### config.mk
export PLATFORM = sky130hd
export DESIGN_NAME = tdma_wheel_arbiter
export DESIGN_NICKNAME = d
export VERILOG_FILES = /design/src/rtl/tdma_pkg.sv /design/src/rtl/tdma_slot_table.sv /design/src/rtl/tdma_wheel_timer.sv /design/src/rtl/tdma_grant_decode.sv /design/src/rtl/tdma_wheel_arbiter.sv
export SDC_FILE = /design/constraint.sdc
export NUM_CORES = 1
export LEC_CHECK = 0
export BUFFER_PORTS_ARGS = -buffer_cell sky130_fd_sc_hd__buf_2
export CAP_MARGIN = 20
export CORE_ASPECT_RATIO = 0.7
export CORE_MARGIN = 5
export CORE_UTILIZATION = 40
export CTS_BUF_LIST = sky130_fd_sc_hd__clkbuf_4 sky130_fd_sc_hd__clkbuf_8
export CTS_CLUSTER_DIAMETER = 40
export DETAILED_ROUTE_END_ITERATION = 8
export SYNTH_ARGS = -nofsm -noshare
export SYNTH_HDL_FRONTEND = slang
export SYNTH_SLANG_ARGS = --single-unit
### constraint.sdc
create_clock -name clk_i -period 3.4 [get_ports clk_i]
set_input_delay 0.17 -clock clk_i [delete_from_list [all_inputs] [get_ports clk_i]]
set_output_delay 0.17 -clock clk_i [all_outputs]
set_load 0.05 [all_outputs]
### src/rtl/tdma_pkg.sv
package tdma_pkg;
    parameter int unsigned TDMA_MASTERS = 4;
    parameter int unsigned TDMA_LEN_W   = 8;
    parameter int unsigned TDMA_DEF_LEN = 4;

    function automatic int unsigned idx_width(input int unsigned n);
        return (n > 1) ? $clog2(n) : 1;
    endfunction
endpackage

### src/rtl/tdma_slot_table.sv
module tdma_slot_table #(
    parameter int unsigned N_MASTERS = tdma_pkg::TDMA_MASTERS,
    parameter int unsigned LEN_W     = tdma_pkg::TDMA_LEN_W,
    parameter int unsigned DEF_LEN   = tdma_pkg::TDMA_DEF_LEN,
    localparam int unsigned ID_W     = tdma_pkg::idx_width(N_MASTERS)
) (
    input  logic                             clk_i,
    input  logic                             rst_ni,
    input  logic                             wr_i,
    input  logic [ID_W-1:0]                  wr_id_i,
    input  logic [LEN_W-1:0]                 wr_len_i,
    input  logic                             swap_i,
    input  logic [ID_W-1:0]                  rd_id_i,
    output logic [LEN_W-1:0]                 rd_len_o,
    output logic [N_MASTERS-1:0][LEN_W-1:0]  act_o,
    output logic [N_MASTERS-1:0][LEN_W-1:0]  pend_nxt_o
);
    logic [N_MASTERS-1:0][LEN_W-1:0] pend_d, pend_q;
    logic [N_MASTERS-1:0][LEN_W-1:0] act_d, act_q;

    // shadow copy: persists across loads, so unwritten entries carry over
    always_comb begin
        pend_d = pend_q;
        if (wr_i && (int'(wr_id_i) < int'(N_MASTERS))) begin
            pend_d[wr_id_i] = wr_len_i;
        end
    end

    // active copy takes the merged shadow, including a same-cycle write
    always_comb begin
        act_d = swap_i ? pend_d : act_q;
    end

    always_ff @(posedge clk_i or negedge rst_ni) begin
        if (!rst_ni) begin
            for (int i = 0; i < int'(N_MASTERS); i++) begin
                pend_q[i] <= LEN_W'(DEF_LEN);
                act_q[i]  <= LEN_W'(DEF_LEN);
            end
        end else begin
            pend_q <= pend_d;
            act_q  <= act_d;
        end
    end

    assign rd_len_o   = (int'(rd_id_i) < int'(N_MASTERS)) ? pend_q[rd_id_i] : '0;
    assign act_o      = act_q;
    assign pend_nxt_o = pend_d;
endmodule

### src/rtl/tdma_wheel_timer.sv
module tdma_wheel_timer #(
    parameter int unsigned N_MASTERS = tdma_pkg::TDMA_MASTERS,
    parameter int unsigned LEN_W     = tdma_pkg::TDMA_LEN_W,
    parameter int unsigned DEF_LEN   = tdma_pkg::TDMA_DEF_LEN,
    localparam int unsigned ID_W     = tdma_pkg::idx_width(N_MASTERS)
) (
    input  logic                             clk_i,
    input  logic                             rst_ni,
    input  logic                             load_i,
    input  logic [N_MASTERS-1:0][LEN_W-1:0]  act_i,
    input  logic [N_MASTERS-1:0][LEN_W-1:0]  pend_nxt_i,
    output logic [ID_W-1:0]                  owner_o,
    output logic                             live_o,
    output logic                             swap_o,
    output logic                             arm_o,
    output logic                             irq_o
);
    typedef struct packed {
        logic [ID_W-1:0]  cur;
        logic [LEN_W-1:0] cnt;
        logic             live;
        logic             arm;
        logic             irq;
    } wheel_t;

    localparam logic RST_LIVE = (DEF_LEN != 0);

    wheel_t st_d, st_q;

    logic                            expire;
    logic                            rest_hit;
    logic [ID_W-1:0]                 rest_idx;
    logic                            head_hit;
    logic [ID_W-1:0]                 head_idx;
    logic                            round_end;
    logic                            swap;
    logic [N_MASTERS-1:0][LEN_W-1:0] next_tbl;

    // later non-zero slot in the running round
    always_comb begin
        rest_hit = 1'b0;
        rest_idx = '0;
        for (int i = 0; i < int'(N_MASTERS); i++) begin
            if (!rest_hit && (i > int'(st_q.cur)) && (act_i[i] != '0)) begin
                rest_hit = 1'b1;
                rest_idx = ID_W'(i);
            end
        end
    end

    assign expire    = !st_q.live || (st_q.cnt == LEN_W'(1));
    assign round_end = expire && (!st_q.live || !rest_hit);
    assign swap      = round_end && st_q.arm;
    assign next_tbl  = swap ? pend_nxt_i : act_i;

    // first non-zero slot of the round that follows
    always_comb begin
        head_hit = 1'b0;
        head_idx = '0;
        for (int i = 0; i < int'(N_MASTERS); i++) begin
            if (!head_hit && (next_tbl[i] != '0)) begin
                head_hit = 1'b1;
                head_idx = ID_W'(i);
            end
        end
    end

    always_comb begin
        st_d     = st_q;
        st_d.irq = swap;
        st_d.arm = (st_q.arm && !swap) || load_i;
        if (!expire) begin
            st_d.cnt = st_q.cnt - LEN_W'(1);
        end else if (!round_end) begin
            st_d.cur = rest_idx;
            st_d.cnt = act_i[rest_idx];
        end else if (head_hit) begin
            st_d.cur  = head_idx;
            st_d.cnt  = next_tbl[head_idx];
            st_d.live = 1'b1;
        end else begin
            st_d.cur  = '0;
            st_d.cnt  = '0;
            st_d.live = 1'b0;
        end
    end

    always_ff @(posedge clk_i or negedge rst_ni) begin
        if (!rst_ni) begin
            st_q.cur  <= '0;
            st_q.cnt  <= LEN_W'(DEF_LEN);
            st_q.live <= RST_LIVE;
            st_q.arm  <= 1'b0;
            st_q.irq  <= 1'b0;
        end else begin
            st_q <= st_d;
        end
    end

    assign owner_o = st_q.cur;
    assign live_o  = st_q.live;
    assign swap_o  = swap;
    assign arm_o   = st_q.arm;
    assign irq_o   = st_q.irq;
endmodule

### src/rtl/tdma_grant_decode.sv
module tdma_grant_decode #(
    parameter int unsigned N_MASTERS = tdma_pkg::TDMA_MASTERS,
    localparam int unsigned ID_W     = tdma_pkg::idx_width(N_MASTERS)
) (
    input  logic [ID_W-1:0]      owner_i,
    input  logic                 live_i,
    input  logic [N_MASTERS-1:0] req_i,
    output logic [N_MASTERS-1:0] grant_o
);
    for (genvar g = 0; g < int'(N_MASTERS); g++) begin : g_lane
        assign grant_o[g] = live_i && (owner_i == ID_W'(g)) && req_i[g];
    end
endmodule

### src/rtl/tdma_wheel_arbiter.sv
module tdma_wheel_arbiter #(
    parameter int unsigned N_MASTERS = tdma_pkg::TDMA_MASTERS,
    parameter int unsigned LEN_W     = tdma_pkg::TDMA_LEN_W,
    parameter int unsigned DEF_LEN   = tdma_pkg::TDMA_DEF_LEN,
    localparam int unsigned ID_W     = tdma_pkg::idx_width(N_MASTERS)
) (
    input  logic                 clk_i,
    input  logic                 rst_ni,
    input  logic [N_MASTERS-1:0] req_i,
    output logic [N_MASTERS-1:0] grant_o,
    output logic                 irq_o,
    input  logic                 cfg_wr_i,
    input  logic [ID_W-1:0]      cfg_id_i,
    input  logic [LEN_W-1:0]     cfg_len_i,
    input  logic                 load_i,
    input  logic [ID_W-1:0]      cfg_rd_id_i,
    output logic [LEN_W-1:0]     cfg_rd_len_o
);
    logic [N_MASTERS-1:0][LEN_W-1:0] act_tbl;
    logic [N_MASTERS-1:0][LEN_W-1:0] pend_nxt;
    logic [ID_W-1:0]                 owner;
    logic                            live;
    logic                            swap;
    logic                            arm_w;

    tdma_slot_table #(
        .N_MASTERS(N_MASTERS), .LEN_W(LEN_W), .DEF_LEN(DEF_LEN)
    ) i_table (
        .clk_i      (clk_i),
        .rst_ni     (rst_ni),
        .wr_i       (cfg_wr_i),
        .wr_id_i    (cfg_id_i),
        .wr_len_i   (cfg_len_i),
        .swap_i     (swap),
        .rd_id_i    (cfg_rd_id_i),
        .rd_len_o   (cfg_rd_len_o),
        .act_o      (act_tbl),
        .pend_nxt_o (pend_nxt)
    );

    tdma_wheel_timer #(
        .N_MASTERS(N_MASTERS), .LEN_W(LEN_W), .DEF_LEN(DEF_LEN)
    ) i_timer (
        .clk_i      (clk_i),
        .rst_ni     (rst_ni),
        .load_i     (load_i),
        .act_i      (act_tbl),
        .pend_nxt_i (pend_nxt),
        .owner_o    (owner),
        .live_o     (live),
        .swap_o     (swap),
        .arm_o      (arm_w),
        .irq_o      (irq_o)
    );

    tdma_grant_decode #(
        .N_MASTERS(N_MASTERS)
    ) i_grant (
        .owner_i (owner),
        .live_i  (live),
        .req_i   (req_i),
        .grant_o (grant_o)
    );
endmodule

==> flow_metrics.py <==
metrics = {
    "worst_setup_path": {
        "slowest_stage": "nor4b_1",
        "path_delay_family": "simple AND/OR/NAND/NOR gates",
        "r2r_setup_slack_ps": 320,
        "path_cells": "nor4_4 > a41oi_1 > o41ai_4 > nand2_2 > buf_4 > nor4b_1 > nor4b_1 > o32a_1",
        "cp.buffers_inverters": 1,
        "cp-start-kind": "flop",
        "cpPeakStageDelay_ps": 550,
        "end_kind": "flop",
        "crit_top_cell": "nor4b_1",
        "ff2ff_path_depth": 8,
        "r2r_end": "i_timer.st_q[7]$_DFF_PN0_",
        "cp_max_fo": 40,
        "cp.arrival_ps": 3330,
        "required_ps": 3650,
        "path_class": "reg -> reg",
        "rr_startpoint": "i_table.act_o[25]$_DFF_PN0_",
    },
    "die": {
        "row_count": 32,
        "core_area_um2": 11010,
        "ios": 33,
        "dieArea_um2": 13530,
        "die_h_um": 98.85,
        "start_util_pct": 40.97,
        "die_width_um": 136.9,
    },
    "synth": {
        "yosysSeqAreaShare_pct": 43.00,
        "synth.most_common_cell": "dfrtp_1",
        "synthArstFlopShare_pct": 100.0,
        "synth_flop_cell": "dfrtp_1",
        "synth_area_leader_cell": "dfrtp_1",
        "syn_nets": 453,
        "netlist_instances": 431,
        "yosysTopAreaCellShare_pct": 37.17,
        "ys_ff_latch": 77,
        "avgSynthCellArea_um2": 10.47,
        "synthTopCellsByCount": "dfrtp_1, nand2_1, mux2_2",
        "syn-cell-area_um2": 4511,
        "synth-edff-count": 0,
        "yosysUniqueCellTypes": 74,
        "synth_warnings": 0,
        "synth.top_cells.by_area": "dfrtp_1, mux2_2, dfstp_2",
    },
    "global_route": {
        "antenna_found_initial": 1,
        "overflow": 0,
        "grt_use_total_pct": 21.81,
        "grt_pass1_vias": 3704,
        "grt_pass1_wl_mm": 22.14,
        "grt_max_degree": 78,
    },
    "drt": {
        "drt-initial-drc-count": 607,
        "via_count": 3827,
        "drtPass1Iterations": 5,
        "drc_errors": 0,
        "routedWlPerCell_um": 22.90,
        "ant_nets": 0,
        "routed_wl_mm": 14.31,
        "viasPerCell": 6.123,
    },
    "timing": {
        "finalSetupTns_ps": 0,
        "finalCritPeriodShare_pct": 90.57,
        "hold_viol": 0,
        "tightest_slew_ps": 671.1,
        "slew_headroom_pct": 54.78,
        "period_needed_ps": 3079,
        "setup_viol": 0,
        "max_freq_mhz": 324.8,
        "fin_skew_ps": 7.785,
        "slew_violations": 0,
        "rsz0062_at_grt": "no",
    },
    "layout": {
        "design_area_um2": 5120,
        "syn_to_final_growth_pct": 13.51,
        "fin_cells": 625,
        "fillers": 1066,
        "finalNetCount": 489,
        "drive_gt1_share_pct": 29.24,
        "antenna_cells": 0,
    },
    "placement": {
        "dpl.cell_count": 606,
        "dpl.hpwl_mm": 11.01,
        "globalplace.congestion": 0.9406,
        "place_area_um2": 4871,
        "io_buffers": 32,
    },
    "min_path": {
        "hold_path.class": "in -> async",
    },
    "clock_tree": {
        "cts_max_level": 3,
        "cts_tree": "yes",
        "clockRootBuffer": "clkbuf_8",
        "numCtsBuffers": 9,
        "post_cts_buffers": 0,
        "clkLatencyLatePin_ps": 360,
        "clock-sinks": 77,
        "clkTransAtPathRegs_ps": 80,
        "clockBufferDepth": 2,
    },
    "pwr": {
        "power.leakage_uw": 0.002162,
        "power.density_nw_per_um2": 420.4,
        "power_uw": 2152,
        "peakVddDrop_v": 0.0003012,
    },
    "status": {
        "outcome": "finished, final reports clean",
    },
    "run": {
        "maxCapViolations": 0,
    },
}
==> placed cells by master, fill, tap and decap left out, drive strengths merged, types with 4 or more instances in the layout <==
| cell type | Yosys | routed |
|---|---|---|
| dfrtp | 67 | 67 |
| nand2 | 62 | 62 |
| buf | 3 | 45 |
| mux2 | 38 | 38 |
| a21oi | 20 | 20 |
| o21ai | 19 | 19 |
| nor4 | 18 | 18 |
| nor2 | 17 | 17 |
| mux2i | 16 | 16 |
| inv | 13 | 15 |
| nor3 | 12 | 12 |
| dfstp | 10 | 10 |
| nand3 | 10 | 10 |
| clkbuf | 19 | 10 |
| a211oi | 9 | 9 |
| mux4 | 8 | 8 |
| and2 | 6 | 6 |
| or4 | 5 | 5 |
| nand3b | 4 | 4 |
| xor2 | 4 | 4 |
| or3 | 4 | 4 |
==> layer usage <==
| metal | global-route usage [%] | share of wire [%] | vias to the layer above |
|---|---|---|---|
| met2 | 28.93 | 41 | 182 |
| met1 | 34.21 | 47 | 1927 |
| met3 | 6.990 | 10 | 15 |
| met4 | 4.525 | 1.1 | 0 |
| li1 | - | - | 1703 |
| met5 | 0 | 0 | - |
==> worst reg2reg max path: stages (launching register included) <==
cell	delay (ps)
dfrtp_1	440
nor4_4	420
a41oi_1	310
o41ai_4	320
nand2_2	110
buf_4	280
nor4b_1	560
nor4b_1	150
o32a_1	380
==> logic make-up after synthesis <==
logic type,share of synthesized area [%]
simple gates,19.78
compound gates,15.53
flops,43.00
mux,17.03
buf+inv,2.940
xor+xnor,1.165
fa+ha+maj,0.5547
==> worst max path at each step <==
stage	endpoint	cells past startpoint	startpoint	slack, ps
5_1_grt	i_timer.st_q[7]$_DFF_PN0_	8	i_table.act_o[21]$_DFF_PN0_	200
4_1_cts	i_timer.st_q[7]$_DFF_PN0_	8	i_table.act_o[25]$_DFF_PN0_	370
3_5_place_dp	i_timer.st_q[7]$_DFF_PN0_	8	cfg_len_i[1]	370
6_report	i_timer.st_q[7]$_DFF_PN0_	8	i_table.act_o[25]$_DFF_PN0_	320
2_1_floorplan	i_timer.st_q[10]$_DFF_PN0_	9	i_table.act_o[25]$_DFF_PN0_	720
3_3_place_gp	i_timer.st_q[7]$_DFF_PN0_	8	cfg_len_i[1]	330
==> metrics by stage <==
stage          hold WS, ps  util [%]  setup slack [ps]
2_1_floorplan       -125.6         -             722.4
3_3_place_gp         353.4     44.24             329.5
3_5_place_dp         357.6     44.24             365.5
4_1_cts              146.0     46.25             366.8
5_1_grt              132.5     46.50             198.8
6_report             144.1     46.50             320.8
==> sequential cells by signal, indices dropped and copies added, names as in the netlist <==
signal and count:
i_table.act_o 32, i_table.pend_q 32, i_timer.arm_o 1, i_timer.irq_o 1, i_timer.live_o 1, i_timer.owner_o 2, i_timer.st_q 8
==> where the power goes <==
group | total (uW) | switching (uW) | internal, uW
Combinational | 348 | 221 | 127
Sequential | 1080 | 88.0 | 995
Clock | 720 | 368 | 352
Total | 2150 | 677 | 1470
==> cell type report <==
class,instances,area [um^2],share of cell area (%)
tap,153,191.4,3.739
clock inverter,6,70.07,1.369
multi-input combinational,319,2439,47.63
timing repair buffer,47,300.3,5.865
sequential,77,1939,37.88
clock buffer,10,131.4,2.566
inverter,13,48.80,0.9531
==> repair_timing <==
item,CTS,global route
hold endpoints to repair,12,0
hold buffers,2,0
setup endpoints to repair,0,0
resized for setup,0,0
No activity file was read; power rests on OpenSTA's default activity.
